`src/rtl/alarm_cmp.sv`:
```
module alarm_cmp #(
  parameter int DW = 8,
  parameter int AW = 3
) (
  input  logic          clk,
  input  logic          rst_n,
  input  logic          tick_i,
  input  logic          stop_i,
  input  logic [DW-1:0] now_sec_i,
  input  logic [DW-1:0] now_min_i,
  input  logic [DW-1:0] now_hour_i,
  input  logic [DW-1:0] now_day_i,
  input  logic          wr_en_i,
  input  logic [AW-1:0] addr_i,
  input  logic [DW-1:0] wdata_i,
  output logic [DW-1:0] rdata_o,
  output logic          irq_o
);

  localparam logic [AW-1:0] A_SEC  = AW'(0);
  localparam logic [AW-1:0] A_MIN  = AW'(1);
  localparam logic [AW-1:0] A_HOUR = AW'(2);
  localparam logic [AW-1:0] A_DAY  = AW'(3);
  localparam logic [AW-1:0] A_CTL  = AW'(4);
  localparam int MSB = DW - 1;

  typedef enum logic [2:0] {RPT_MONTH, RPT_DAY, RPT_HOUR, RPT_MIN, RPT_SEC} rpt_e;

  logic [DW-1:0] al_sec, al_min, al_hour, al_day, ctl;
  logic          sec_ok, min_ok, hour_ok, day_ok;
  logic          eq_s, eq_m, eq_h, eq_d, hit;
  rpt_e          rpt;

  function automatic logic [6:0] bcd2bin(input logic [6:0] b);
    return 7'(b[6:4]) * 7'd10 + 7'(b[3:0]);
  endfunction

  assign sec_ok  = bcd2bin(wdata_i[6:0]) <= 7'd59;
  assign min_ok  = sec_ok;
  assign hour_ok = bcd2bin({1'b0, wdata_i[5:0]}) <= 7'd23;
  assign day_ok  = wdata_i[4:0] != 5'd0;

  always_ff @(posedge clk) begin
    if (!rst_n) begin
      al_sec  <= '0;
      al_min  <= '0;
      al_hour <= '0;
      al_day  <= '0;
      ctl     <= '0;
    end else if (wr_en_i) begin
      case (addr_i)
        A_SEC:  if (sec_ok)  al_sec  <= wdata_i;
        A_MIN:  if (min_ok)  al_min  <= wdata_i;
        A_HOUR: if (hour_ok) al_hour <= wdata_i;
        A_DAY:  if (day_ok)  al_day  <= wdata_i;
        A_CTL:  ctl <= wdata_i;
        default: ;
      endcase
    end
  end

  always_comb begin
    case (addr_i)
      A_SEC:   rdata_o = al_sec;
      A_MIN:   rdata_o = al_min;
      A_HOUR:  rdata_o = al_hour;
      A_DAY:   rdata_o = al_day;
      A_CTL:   rdata_o = ctl;
      default: rdata_o = '0;
    endcase
  end

  assign eq_s = al_sec[6:0]  == now_sec_i[6:0];
  assign eq_m = al_min[6:0]  == now_min_i[6:0];
  assign eq_h = al_hour[5:0] == now_hour_i[5:0];
  assign eq_d = al_day[4:0]  == now_day_i[4:0];

  always_comb begin
    case ({al_day[MSB], al_hour[MSB], al_min[MSB], al_sec[MSB]})
      4'b0000: rpt = RPT_MONTH;
      4'b1000: rpt = RPT_DAY;
      4'b1100: rpt = RPT_HOUR;
      4'b1110: rpt = RPT_MIN;
      default: rpt = RPT_SEC;
    endcase
  end

  always_comb begin
    case (rpt)
      RPT_MONTH: hit = eq_d & eq_h & eq_m & eq_s;
      RPT_DAY:   hit = eq_h & eq_m & eq_s;
      RPT_HOUR:  hit = eq_m & eq_s;
      RPT_MIN:   hit = eq_s;
      default:   hit = 1'b1;
    endcase
  end

  always_ff @(posedge clk) begin
    if (!rst_n) irq_o <= 1'b0;
    else        irq_o <= tick_i & ~stop_i & hit;
  end

  // a pulse needs a strobe in the previous cycle
  a_r10_irq_needs_tick: assert property (@(posedge clk) disable iff (!rst_n)
    irq_o |-> $past(tick_i));
  a_r11_stop_blocks: assert property (@(posedge clk) disable iff (!rst_n)
    stop_i |=> !irq_o);
  a_r8_every_second: assert property (@(posedge clk) disable iff (!rst_n)
    (tick_i && !stop_i && rpt == RPT_SEC) |=> irq_o);
  a_r4_month_needs_day: assert property (@(posedge clk) disable iff (!rst_n)
    (tick_i && rpt == RPT_MONTH && !eq_d) |=> !irq_o);
  a_r3_bad_sec_dropped: assert property (@(posedge clk) disable iff (!rst_n)
    (wr_en_i && addr_i == A_SEC && bcd2bin(wdata_i[6:0]) > 7'd59) |=> $stable(al_sec));
  a_r12_ctl_plain: assert property (@(posedge clk) disable iff (!rst_n)
    (wr_en_i && addr_i == A_CTL) |=> (ctl == $past(wdata_i)));

endmodule

```
`config.mk`:
```
export PLATFORM = sky130hd
export DESIGN_NAME = alarm_cmp
export DESIGN_NICKNAME = d
export VERILOG_FILES = /design/src/rtl/alarm_cmp.sv
export SDC_FILE = /design/constraint.sdc
export NUM_CORES = 1
export LEC_CHECK = 0
export CAP_MARGIN = 20
export CORE_AREA = 5 5 74 76
export DETAILED_ROUTE_END_ITERATION = 10
export DIE_AREA = 0 0 79 81
export GPL_TIMING_DRIVEN = 0
export PLACE_DENSITY = 0.87
export SYNTH_ARGS = -nofsm -noshare
export SYNTH_HDL_FRONTEND = slang
export SYNTH_SLANG_ARGS = --single-unit
```
`constraint.sdc`:
```
create_clock -name clk -period 5.8 [get_ports clk]
set_input_delay 1.16 -clock clk [delete_from_list [all_inputs] [get_ports clk]]
set_output_delay 1.16 -clock clk [all_outputs]
set_load 0.05 [all_outputs]
```
-- Word level (Yosys, flattened, before mapping)
Index checks and enable logic that the tools add are counted.
- reduce and logical (&&, ||, !) cells: 9
- add/sub/neg operators: 2
- $lt $le $gt $ge: 2
- bitwise logic cells: 9
- $mul: 2
- multiplexer cells: 3
- eq/ne operators: 14
- operators with widths (cell ; number):
    $pmux W8 S5 ; 1
    $eq A7 B7 Y1 ; 2
    $eq A3 B2 Y1 const B ; 4
    $eq A4 B4 Y1 const B ; 3
    $pmux W3 S4 ; 1
    $reduce_and A3 Y1 ; 4
    $and A1 B1 Y1 ; 8
    $add A6 B4 Y7 ; 1
    $add A7 B4 Y7 ; 1
    $le A7 B5 Y1 const B ; 1
    $le A7 B6 Y1 const B ; 1
    $eq A3 B1 Y1 const B ; 2
    $eq A6 B6 Y1 ; 1
    $logic_not A3 Y1 ; 2
    $mul A3 B3 Y6 const B ; 1
    $eq A5 B5 Y1 ; 1
    $mul A2 B3 Y5 const B ; 1
    $reduce_bool A5 Y1 ; 1
    $logic_not A4 Y1 ; 1
    $pmux W1 S4 ; 1
    $eq A3 B3 Y1 const B ; 1
    $reduce_and A2 Y1 ; 1
    $not A1 Y1 ; 1
- input bits: 48
- logic and storage cells: 47
- flip-flop bits (word level): 41
- output and inout bits: 9

-- Longest topological paths before layout
- depth after elaboration: 6
- depth in mapped cells: 7
- depth with buffers taken out: 7

-- Worst setup path after synthesis
No wires, ideal clock.
- path type: input-to-output
- start: input port addr_i[0]
- end: output port rdata_o[6]
- arrival: 2637 ps
- slack: 2003 ps
- required time: 4640 ps
- cell stages on the path: 6
- cell sequence: clkbuf_1 > buf_2 > mux2i_1 > nor2_1 > a31oi_1 > o22ai_1
- longest elaborated chain between the ends: 2
- elaborated cells on any way between the ends: 6
- ends and longest elaborated chain (item ; line ; source):
    start: declaration ; 14 ; input logic [AW-1:0] addr_i,
    $eq A3 B3 Y1, or another cell as far along ; 63 ; case (addr_i)
    $pmux W8 S5 (*) ; 63 ;
    end: declaration ; 16 ; output logic [DW-1:0] rdata_o,
Every way passes the cells marked *; elsewhere a longest branch is shown, timed or not.

-- Worst setup path in the final report
- start: input port addr_i[1]
- end: output port rdata_o[6]
The elaborated chain is that of the path after synthesis.

==> qor.yml <==
run_status:
  run_status: "finished, final reports clean"
synthesis:
  ys_warn_count: 0
  ys_dominant_reg_cell: "dfxtp_1"
  yosysMostFrequentCell: "nand2_1"
  synth.area.top_cells: "dfxtp_1 (34%), mux2i_1 (14%), nand2_1 (8.8%)"
  ys_async_sr_fraction_pct: 0
  synthesis.nets: 332
  synthCells: 276
  yosysSeqAreaShare_pct: 33.73
  ys_ff_latch: 41
  synth_edf_count: 0
  synth.distinct_cells: 39
  synth_area_leader_cell: "dfxtp_1"
  yosys.area.top_type_share_pct: 33.73
  yosys-top-cells-count: "nand2_1 (57), dfxtp_1 (41), mux2i_1 (35)"
  avgSynthCellArea_um2: 8.817
  syn_area_um2: 2434
routing:
  final_antenna_net_count: 0
  wl_per_cell_um: 17.02
  routed_wl_um: 6552
  viasPerCell: 5.748
  first_pass_iters: 4
  drt_iter0_drc: 188
  vias: 2213
  drc_errors: 0
cts:
  cts.sinks: 41
  hold_buffers: 0
  clockBufferDepth: 2
  cts_setup_buffers: 0
  cts_root_buf: "clkbuf_8"
  path_clk_slew_ns: 0.08
  cts_resized: 0
  htreeDepth: 2
  cts_tree: "yes"
  cts_buffers: 5
  insertion_delay_ns: 0.30
timing:
  timing.slew.headroom_pct: 57.54
  fin_crit_ns: 4.549
  max_freq_mhz: 219.8
  setup_tns_ns: 0
  fin_crit_sh_pct: 78.43
  setup_viol: 0
  finClkSkew_ns: 0.004946
  tightest_slew_ns: 0.6369
  maxSlewViolCount: 0
  rsz0062_at_grt: "no"
  whs_ns: 0.4632
  hold_viol: 0
pwr:
  pwr-share-seq_pct: 48.5
  leakage_nw: 1.064
  netSwitchingFraction_pct: 27.24
  pwr-share-comb_pct: 20.0
  total_power_uw: 603.8
  clockPowerShare_pct: 31.6
  power_switching_uw: 164.5
  ir_drop_mv: 0.1046
  p_per_area_nw_per_um2: 196.8
  internal-power_uw: 439.3
critical_path:
  arrival_ns: 3.39
  required_ns: 4.64
  cpMostUsedCell: "clkdlybuf4s50_1"
  end_kind: "output pin"
  cp_max_fo: 10
  start_kind: "input pin"
  worst_path_max_delay_cell: "clkdlybuf4s50_1"
  critPathKind: "in2out"
  slowest_delay_ns: 0.84
  crit_path_cell_trace: "clkdlybuf4s50_1 -> clkbuf_1 -> nand2_1 -> nor2_1 -> a31oi_1 -> o22ai_1 -> clkdlybuf4s50_1"
grt:
  antenna_found_initial: 0
  grt_pass1_vias: 2198
  grt_max_degree: 12
  gr-total-overflow: 0
  grt_pass1_wl_um: 10560
  track_usage_pct: 21.15
layout:
  fillCellCount: 388
  multi_input_area_um2: 1555
  areaGrowthSynthToFinish_pct: 26.07
  drive_above_1_share_pct: 4.834
  num_antenna_cells: 0
  postLayoutCoreUtil_pct: 65.83
  nets: 387
  seqCellArea_um2: 820.8
placed_design:
  dp_hpwl_um: 5149
  finalWeightedCongestion: 0.8806
  place.port_buffers: 48
floorplan:
  chipWidth_um: 79
  die_y_um: 81
  start_util_pct: 52.21
  die_area_um2: 6399
  core-area_um2: 4661
  num_io_pins: 57
  placementRows: 25
run:
  drv_cap: 0
hold_path:
  hold_path_class: "reg2reg"
worst paths after layout:
check | startpoint | to | slack, ns | cells after the start
max | addr_i[1] | rdata_o[6] | 1.25 | 7
min | al_hour[6]$_SDFFE_PN0P_ | al_hour[6]$_SDFFE_PN0P_ | 0.46 | 2
max reg2reg | al_min[0]$_SDFFE_PN0P_ | irq_o$_SDFF_PN0_ | 4.33 | 5
min reg2reg | al_hour[6]$_SDFFE_PN0P_ | al_hour[6]$_SDFFE_PN0P_ | 0.46 | 2
cell usage in the layout, fill, tap and decap left out, types with 3 or more instances in the layout:
master / Yosys / routed
and3_1: 3 / 3
nand4_1: 3 / 3
a21oi_1: 7 / 7
o21ai_0: 4 / 4
xnor2_1: 18 / 18
xor2_1: 8 / 8
a22oi_1: 9 / 9
mux2i_1: 35 / 35
clkbuf_8: 0 / 6
dfxtp_1: 41 / 41
clkbuf_1: 12 / 13
nand3_1: 4 / 4
a21boi_0: 11 / 11
o22ai_1: 8 / 8
ha_1: 7 / 7
nor2_1: 12 / 12
nand4b_1: 3 / 3
nand2_1: 57 / 57
nor2b_1: 10 / 10
clkdlybuf4s50_1: 0 / 48
through the flow:
step / std cells / worst slack, ns / cell area, um2
CTS: 385 / 1.260 / 3068
floorplan: 276 / 2.003 / 2434
global route: 385 / 1.133 / 3068
finish: 385 / 1.251 / 3068
detailed placement: 378 / 1.256 / 2982
global placement: 378 / 1.286 / 2982
state kept, by name (all words and copies together) (netlist names):
signal / count
ctl: 8
al_min: 8
al_hour: 8
irq_o: 1
al_day: 8
al_sec: 8
routing by layer:
| layer | wire length, um | track usage [%] | vias up |
|---|---|---|---|
| met5 | 0 | 0 | - |
| met4 | 94 | 6.357 | 0 |
| met3 | 482 | 6.208 | 12 |
| met2 | 3042 | 36.20 | 98 |
| met1 | 2933 | 25.75 | 1025 |
| li1 | - | - | 1078 |
cell families (layout without fill, tap and decap cells):
logic type	Yosys count	after routing	share of synthesized area, %
XOR/XNOR	26	26	9.357
multiplexers	35	35	14.40
AO/OA/AOI/OAI	53	53	17.48
AND/OR/NAND/NOR	98	98	18.25
flip-flops	41	41	33.73
buffers and inverters	15	70	2.364
adder cells (fa/ha/maj)	8	8	4.421
area by class of cell:
cell class / instances / area share [%]
buffer: 13 / 1.631
clock buffer: 7 / 2.814
inverter: 2 / 0.2447
multi-input combinational: 220 / 50.69
sequential: 41 / 26.75
tap: 54 / 2.202
timing repair buffer: 48 / 15.66
power groups by stage:
stage | Combinational (mW) | Clock, mW | Sequential, mW
after CTS | 0.120 | 0.194 | 0.292
final | 0.121 | 0.191 | 0.293
after global placement | 0.116 | 0 | 0.299
after global routing | 0.129 | 0.209 | 0.293
after detailed placement | 0.119 | 0 | 0.299
after floorplan | 0.0682 | 0 | 0.298
critical path, delay by kind of cell:
family	cells	cell delay, ns
compound gates	2	0.23
buf+inv	3	1.80
simple gates	2	0.20
No activity file was read; power rests on OpenSTA's default activity.
